===== config.mk =====
export PLATFORM = sky130hd
export DESIGN_NAME = casc_timer
export DESIGN_NICKNAME = d
export VERILOG_FILES = /design/src/rtl/casc_timer_pkg.sv /design/src/rtl/ct_trig_in.sv /design/src/rtl/ct_prescale.sv /design/src/rtl/ct_counter.sv /design/src/rtl/casc_timer.sv
export SDC_FILE = /design/constraint.sdc
export NUM_CORES = 1
export LEC_CHECK = 0
export ABC_AREA = 1
export BUFFER_PORTS_ARGS = -buffer_cell sky130_fd_sc_hd__buf_4
export CAP_MARGIN = 20
export CORE_ASPECT_RATIO = 0.5
export CORE_MARGIN = 2
export CORE_UTILIZATION = 56
export DETAILED_ROUTE_END_ITERATION = 8
export GPL_ROUTABILITY_DRIVEN = 0
export PLACE_DENSITY = 0.8
export SLEW_MARGIN = 20
export SYNTH_ARGS = -nofsm -noshare
export SYNTH_HDL_FRONTEND = slang
export SYNTH_SLANG_ARGS = --single-unit

===== constraint.sdc =====
create_clock -name clk -period 3.4 [get_ports clk]
set_input_delay 0.17 -clock clk [delete_from_list [all_inputs] [get_ports clk]]
set_output_delay 0.17 -clock clk [all_outputs]
set_load 0.02 [all_outputs]

===== src/rtl/casc_timer_pkg.sv =====
package casc_timer_pkg;

    typedef enum logic [2:0] {
        SM_FREE   = 3'b000,
        SM_TRIG   = 3'b110,
        SM_EXTCLK = 3'b111
    } slv_mode_e;

    typedef enum logic [2:0] {
        TO_OFF  = 3'b000,
        TO_ECHO = 3'b001,
        TO_OVF  = 3'b010
    } trgo_e;

    typedef enum logic [2:0] {
        TI_PEER = 3'b000,
        TI_CH1  = 3'b100
    } trgi_e;

    typedef struct packed {
        logic adv;
        logic wrap;
    } step_t;

    function automatic logic pick_trig(input logic [2:0] sel,
                                       input logic peer,
                                       input logic ch1);
        logic r;
        case (sel)
            TI_PEER: r = peer;
            TI_CH1:  r = ch1;
            default: r = 1'b0;
        endcase
        return r;
    endfunction

endpackage


===== src/rtl/ct_trig_in.sv =====
module ct_trig_in
    import casc_timer_pkg::*;
#(
    parameter int SYNC_STAGES = 2
) (
    input  logic       clk,
    input  logic       rst,
    input  logic [2:0] sel,
    input  logic       peer,
    input  logic       ch1,
    input  logic       dly_en,
    output logic       rise_now,
    output logic       rise_evt
);
    localparam int DLY = SYNC_STAGES + 1;

    logic                   raw;
    logic [SYNC_STAGES:0]   shq;
    logic [DLY-1:0]         dq;

    assign raw = pick_trig(sel, peer, ch1);

    always_ff @(posedge clk) begin
        if (rst) begin
            shq <= '0;
            dq  <= '0;
        end else begin
            shq <= {shq[SYNC_STAGES-1:0], raw};
            dq  <= {dq[DLY-2:0], rise_now};
        end
    end

    assign rise_now = shq[SYNC_STAGES-1] & ~shq[SYNC_STAGES];
    assign rise_evt = dly_en ? dq[DLY-1] : rise_now;

endmodule


===== src/rtl/ct_prescale.sv =====
module ct_prescale #(
    parameter int W = 16
) (
    input  logic         clk,
    input  logic         rst,
    input  logic         run,
    input  logic         load,
    input  logic [W-1:0] div_in,
    output logic         tick
);
    localparam logic [W-1:0] ONE = 1;

    logic [W-1:0] div_act;
    logic [W-1:0] pc;

    always_ff @(posedge clk) begin
        if (rst) begin
            div_act <= div_in;
            pc      <= '0;
        end else begin
            if (load) div_act <= div_in;
            if (!run)               pc <= '0;
            else if (pc >= div_act) pc <= '0;
            else                    pc <= pc + ONE;
        end
    end

    assign tick = run && (pc >= div_act);

endmodule


===== src/rtl/ct_counter.sv =====
module ct_counter
    import casc_timer_pkg::*;
#(
    parameter int W = 16
) (
    input  logic         clk,
    input  logic         rst,
    input  logic         adv,
    input  logic         load,
    input  logic [W-1:0] per_in,
    output logic [W-1:0] cnt,
    output logic [W-1:0] per_act,
    output logic         wrap
);
    localparam logic [W-1:0] ONE = 1;

    step_t st;

    assign st.adv  = adv;
    assign st.wrap = adv && (cnt >= per_act);
    assign wrap    = st.wrap;

    always_ff @(posedge clk) begin
        if (rst) begin
            cnt     <= '0;
            per_act <= per_in;
        end else begin
            if (load) per_act <= per_in;
            if (st.wrap)     cnt <= '0;
            else if (st.adv) cnt <= cnt + ONE;
        end
    end

endmodule


===== src/rtl/casc_timer.sv =====
module casc_timer
    import casc_timer_pkg::*;
#(
    parameter int CNT_W       = 16,
    parameter int SYNC_STAGES = 2
) (
    input  logic             clk,
    input  logic             rst,
    input  logic             run_en,
    input  logic [CNT_W-1:0] div_val,
    input  logic [CNT_W-1:0] per_val,
    input  logic [2:0]       slave_mode,
    input  logic [2:0]       trgi_sel,
    input  logic             sync_hold,
    input  logic [2:0]       trgo_sel,
    input  logic             peer_trg_in,
    input  logic             ch1_in,
    output logic [CNT_W-1:0] cnt_out,
    output logic             trg_out,
    output logic             run_out
);
    logic             rise_now;
    logic             rise_evt;
    logic             tick;
    logic             adv;
    logic             wrap;
    logic             run;
    logic             load;
    logic             started_q;
    logic             trg_q;
    logic             ext_mode;
    logic             trig_mode;
    logic [CNT_W-1:0] per_cur;

    ct_trig_in #(.SYNC_STAGES(SYNC_STAGES)) u_tin (
        .clk      (clk),
        .rst      (rst),
        .sel      (trgi_sel),
        .peer     (peer_trg_in),
        .ch1      (ch1_in),
        .dly_en   (sync_hold),
        .rise_now (rise_now),
        .rise_evt (rise_evt)
    );

    assign ext_mode  = (slave_mode == SM_EXTCLK);
    assign trig_mode = (slave_mode == SM_TRIG);
    assign run       = run_en | started_q;
    assign load      = !run || wrap;

    ct_prescale #(.W(CNT_W)) u_psc (
        .clk    (clk),
        .rst    (rst),
        .run    (run),
        .load   (load),
        .div_in (div_val),
        .tick   (tick)
    );

    assign adv = ext_mode ? (run & rise_evt) : tick;

    ct_counter #(.W(CNT_W)) u_cnt (
        .clk     (clk),
        .rst     (rst),
        .adv     (adv),
        .load    (load),
        .per_in  (per_val),
        .cnt     (cnt_out),
        .per_act (per_cur),
        .wrap    (wrap)
    );

    always_ff @(posedge clk) begin
        if (rst)                       started_q <= 1'b0;
        else if (trig_mode && rise_evt) started_q <= 1'b1;
    end

    always_ff @(posedge clk) begin
        if (rst) begin
            trg_q <= 1'b0;
        end else begin
            case (trgo_sel)
                TO_ECHO: trg_q <= rise_now;
                TO_OVF:  trg_q <= wrap;
                default: trg_q <= 1'b0;
            endcase
        end
    end

    assign trg_out = trg_q;
    assign run_out = run;

endmodule


# Word level (Yosys, flattened, before mapping)

Cells that the tools add are included.

Bitwise logic cells: 5
Reductions and logical operators: 9
Eq/ne operators: 5
Mux-type cells: 8
Add/subtract/negate cells: 2
$lt $le $gt $ge: 2

Operator list:

| cell                  | count |
|---|---|
| $mux 16               | 4 |
| $add 16x1->16 const B | 2 |
| $ge 16x16->1          | 2 |
| $eq 3x3->1 const B    | 3 |
| $pmux 1 s2            | 2 |
| $eq 3x1->1 const B    | 1 |
| $eq 3x2->1 const B    | 1 |
| $logic_and 1x1->1     | 3 |
| $logic_not 3->1       | 1 |
| $reduce_or 3->1       | 1 |
| $and 1x1->1           | 2 |
| $mux 1                | 2 |
| $not 1->1             | 2 |
| $reduce_bool 2->1     | 1 |
| $reduce_or 2->1       | 1 |
| $logic_not 1->1       | 1 |
| $logic_or 1x1->1      | 1 |
| $or 1x1->1            | 1 |

Bits in registers: 72
Word-level logic and storage cells: 39

# Longest topological paths before layout

Depth in word-level cells: 9
Gate-level depth with buffers: 15
Gate-level depth less buffers: 14

# Cells and area by module

From an unflattened synthesis, not the netlist that was laid out.

Cell total of the unflattened synthesis: 413
Area total of the unflattened synthesis: 3718.6 µm²

Modules (own cells, without submodules):

| module      | instances | area each (µm²) | sequential area each (µm²) | cells an instance |
|---|---|---|---|---|
| ct_prescale | 1         | 1707.9          | 800.8                      | 183 |
| ct_counter  | 1         | 1666.6          | 800.8                      | 178 |
| ct_trig_in  | 1         | 214.0           | 120.1                      | 30 |
| casc_timer  | 1         | 130.1           | 40.0                       | 22 |

# Worst setup path after synthesis

Ideal clock, no wire load.

Path type: reg2reg
From: register u_cnt.cnt[11]
To: register u_cnt.per_act[0] (enable)
Cell stages (with the launch flop): 8
Path slack: 721 ps
Arrival: 2118 ps
Clock period less this slack: 2679 ps
Buffers on the path: 0
Library setup time: 561 ps
Cells stage by stage: dfxtp_1 > ha_1 > a21oi_1 > nand2_1 > a21oi_1 > nand3_1 > nand3_4 > nand3_1

Longest elaborated chain between the ends: 4

RTL lines:

| element                            | RTL line         | text |
|---|---|---|
| from (decl)                        | ct_counter.sv:11 | `output logic [W-1:0] cnt,` |
| from (signal assigned)             | ct_counter.sv:30 | `else if (st.adv) cnt <= cnt + ONE;` |
| $ge 16x16->1                       | ct_counter.sv:20 | `assign st.wrap = adv && (cnt >= per_act);` |
| $logic_and 1x1->1                  | ct_counter.sv:20 |  |
| $logic_or 1x1->1                   | casc_timer.sv:49 | `assign load = !run \|\| wrap;` |
| $reduce_bool 2->1 (no source line) | n/a              |  |
| to (signal assigned)               | ct_counter.sv:26 | `per_act <= per_in;` |
| to (signal assigned)               | ct_counter.sv:28 | `if (load) per_act <= per_in;` |
| to (decl)                          | ct_counter.sv:12 | `output logic [W-1:0] per_act,` |

No other way between the ends.
A chain may end at the register's enable or synchronous reset.

# Worst setup path in the final report

From: register u_psc.div_act[3]
To: register u_psc.div_act[1] (enable)

Longest elaborated chain between the ends: 6

RTL lines:

| element                            | RTL line          | text |
|---|---|---|
| from (decl)                        | ct_prescale.sv:13 | `logic [W-1:0] div_act;` |
| from (signal assigned)             | ct_prescale.sv:18 | `div_act <= div_in;` |
| from (signal assigned)             | ct_prescale.sv:21 | `if (load) div_act <= div_in;` |
| $ge 16x16->1                       | ct_prescale.sv:28 | `assign tick = run && (pc >= div_act);` |
| $logic_and 1x1->1                  | ct_prescale.sv:28 |  |
| $mux 1                             | casc_timer.sv:60  | `assign adv = ext_mode ? (run & rise_evt) : tick;` |
| $logic_and 1x1->1                  | ct_counter.sv:20  |  |
| $logic_or 1x1->1                   | casc_timer.sv:49  |  |
| $reduce_bool 2->1 (no source line) | n/a               |  |

No other way between the ends.

==> run metrics <==
Hold Violations, Final 0; placed cells 574; die footprint 7512 um^2; Buf/Inv on CP 2; H-tree depth 3; Power, Total 1970 uW; WL per Instance 12.06 um; Cell Area, Placed 4358 um^2; Setup Total Neg Slack 0 ns; Reg power frac 0.480; GRT Util Overall 0.2134; Initial Util 0.5748; Setup Skew 0.005485 ns; clock latency at the later pin of the worst-skew pair 0.34 ns; CTS Root Cell clkbuf_16; Critical Path RT 3.49 ns; count of different cell masters after synthesis 36; TritonRoute pass-1 iters 4; DIE WIDTH 120.6 um; antenna fix cells 0; syn_area_per_cell 9.019 um^2; Reg area 1762 um^2; CTS max path bufs 2; cells after synthesis 422; fin nets 598; syn nets 503; Vias/cell 4.922; Synth-to-Final Area Change 28.27%; most common cell after layout, fill and taps aside nand2_1; max frequency 0.3976 GHz; Crit path max-delay family simple AND/OR/NAND/NOR gates; Psw 425.5 uW; Hold Buf Count CTS 24; max incr delay on CP 0.37 ns; Int Power 1544 uW; share of layout cells above drive strength 1 0.2050; final period utilization 0.7398; Crit path top cell by count nand2_1; RSZ-0062 raised after global routing no; total number of vias 3022; Lkg Pwr 0.002165 uW; Max-cap violations 0; HPWL after detailed placement 5.346 mm; crit path max fanout 19; fill count 489; share of the synthesized area in the top cell type 0.2525; Hold Path Class input port to register; Period minus WS final 2.515 ns; first-pass GRT wire length 12.58 mm; height of the chip 62.30 um; met1 Use GR 0.2493; CP cell instances inv_1, ha_1, nand2_1, nor2_1, nor2_1, nand2_1, nand2_1, nand2_1, nand2_1, nand3_4, nand3_4, nand3_1, buf_4; pwr dens 403.4 nW/um^2; most frequent cells in the layout nand2_1, inv_1, buf_4, dfxtp_1, nor2_1; area of the multi-input gates 1724 um^2; Final setup viols 0; ranking of synthesized cells by area edfxtp_1, dfxtp_1, ha_1, nand2_1, inv_1; sequential fraction of the synthesis area 0.4629; switching part of the total 0.2160; site row count 21; Non-Filler Instances 614; slew of the pin with the lowest slew margin 0.4351 ns; #FFs+latches synth 72; WHS 0.007313 ns; initial drt markers 194; Num CTS Buffers 9; number of I/O port buffers 64; GR peak layer met2; clock sink count 72; Post-CTS Setup Inserts 0; Worst Path Arrival 2.60 ns; CP startpoint kind register; met3 Track Usage GR 0.06618; maximum vdd ir drop 0.0003171 V; critical path's slowest cell edfxtp_1; Comb power frac 0.078; Core Region 6621 um^2; yosys warns 0; Design Area, Final 4882 um^2; antenna viol nets, final 0; Setup CP Type register to register; outcome finished clean; I/O pin cnt 65; Yosys top cell by area edfxtp_1; DRC Markers 0; worst rel slew slack 0.7091; GRT overflow 0; CTS tree yes; vias in the first global route 2879; largest net degree at the start of global routing 20; Slew Viols, Final 0; Routed WL 7.405 mm; Clk pwr share 0.442; CTS resizes 0; initial antenna violation count 0; CP Capture Type register; GR Util met2 0.3651; Cell Area, Synth 3806 um^2; Worst-path clk slew 0.05 ns
==> final timing paths <==
kind,slack [ns],startpoint,cells after the start,end
min reg2reg,0.41,u_tin.shq[0]$_SDFF_PP0_,2,u_tin.shq[1]$_SDFF_PP0_
max,0.88,u_psc.div_act[3]$_DFFE_PP_,13,u_psc.div_act[1]$_DFFE_PP_
min,0.007,per_val[13],1,u_cnt.per_act[13]$_DFFE_PP_
max reg2reg,0.88,u_psc.div_act[3]$_DFFE_PP_,13,u_psc.div_act[1]$_DFFE_PP_
==> power by group through the flow <==
stage | sequential, uW | clock, uW | combinational, uW
floorplan | 962 | 0 | 73.2
global placement | 962 | 0 | 127
detailed placement | 963 | 0 | 131
CTS | 945 | 889 | 154
global route | 947 | 926 | 172
finish | 945 | 871 | 153
==> cell usage after synthesis <==
master / number
or2_1: 1
nand3_1: 31
mux2i_1: 1
xor2_1: 16
o21ai_2: 2
inv_4: 1
nand4_1: 5
ha_1: 34
nor4_1: 3
o21ai_1: 1
nor3_1: 10
buf_6: 2
a31oi_1: 1
dfxtp_1: 40
nand4_2: 1
clkbuf_1: 1
inv_1: 68
edfxtp_1: 32
nand2_1: 73
a21oi_1: 21
nand3_4: 2
xnor2_1: 7
nor3_2: 2
nor3b_1: 3
nor2_1: 38
o21a_1: 1
buf_12: 1
o21ai_0: 3
nand3_2: 1
nand3b_1: 1
buf_2: 1
a21o_1: 1
buf_4: 1
a21oi_2: 11
nor2_2: 3
nand2_4: 2
==> layout make-up <==
type,count,share of cell area
inverters,69,0.05356
clock inverters,5,0.006407
repair buffers,90,0.1507
well taps,92,0.02358
flip-flops and latches,72,0.3608
multi-input cells,275,0.3532
clock buffers,11,0.05177
==> state kept, by name (all words and copies together), names as in the netlist <==
register,flops
u_tin.shq,3
started_q,1
u_psc.div_act,16
trg_out,1
u_psc.pc,16
u_cnt.cnt,16
u_cnt.per_act,16
u_tin.dq,3
==> routing by layer <==
metal	wire [um]	vias up
met3	286	15
met4	150	0
li1	-	1580
met5	0	-
met1	3285	1377
met2	3682	50
==> cells by family (layout without fill, tap and decap cells) <==
kind of cell               after synthesis  in the layout  share of synthesized area
AOI/OAI and AO/OA                       41             41                    0.06838
xor gates and xnor gates                23             23                    0.05292
adders and majority gates               34             34                     0.1118
buffers and inverters                   75            175                    0.08415
DFF                                     72             72                     0.4629
muxes                                    1              1                   0.002630
and+or+nand+nor                        176            176                     0.2173
==> metrics by stage <==
stage	setup slack, ns	util
final	0.8848	0.7373
after global routing	0.6945	0.7373
after CTS	0.8788	0.7373
after detailed placement	0.8871	0.6582
after global placement	0.9157	0.6582
after floorplan	0.7213	-
Note: power is estimated with default switching activity, not from simulation.
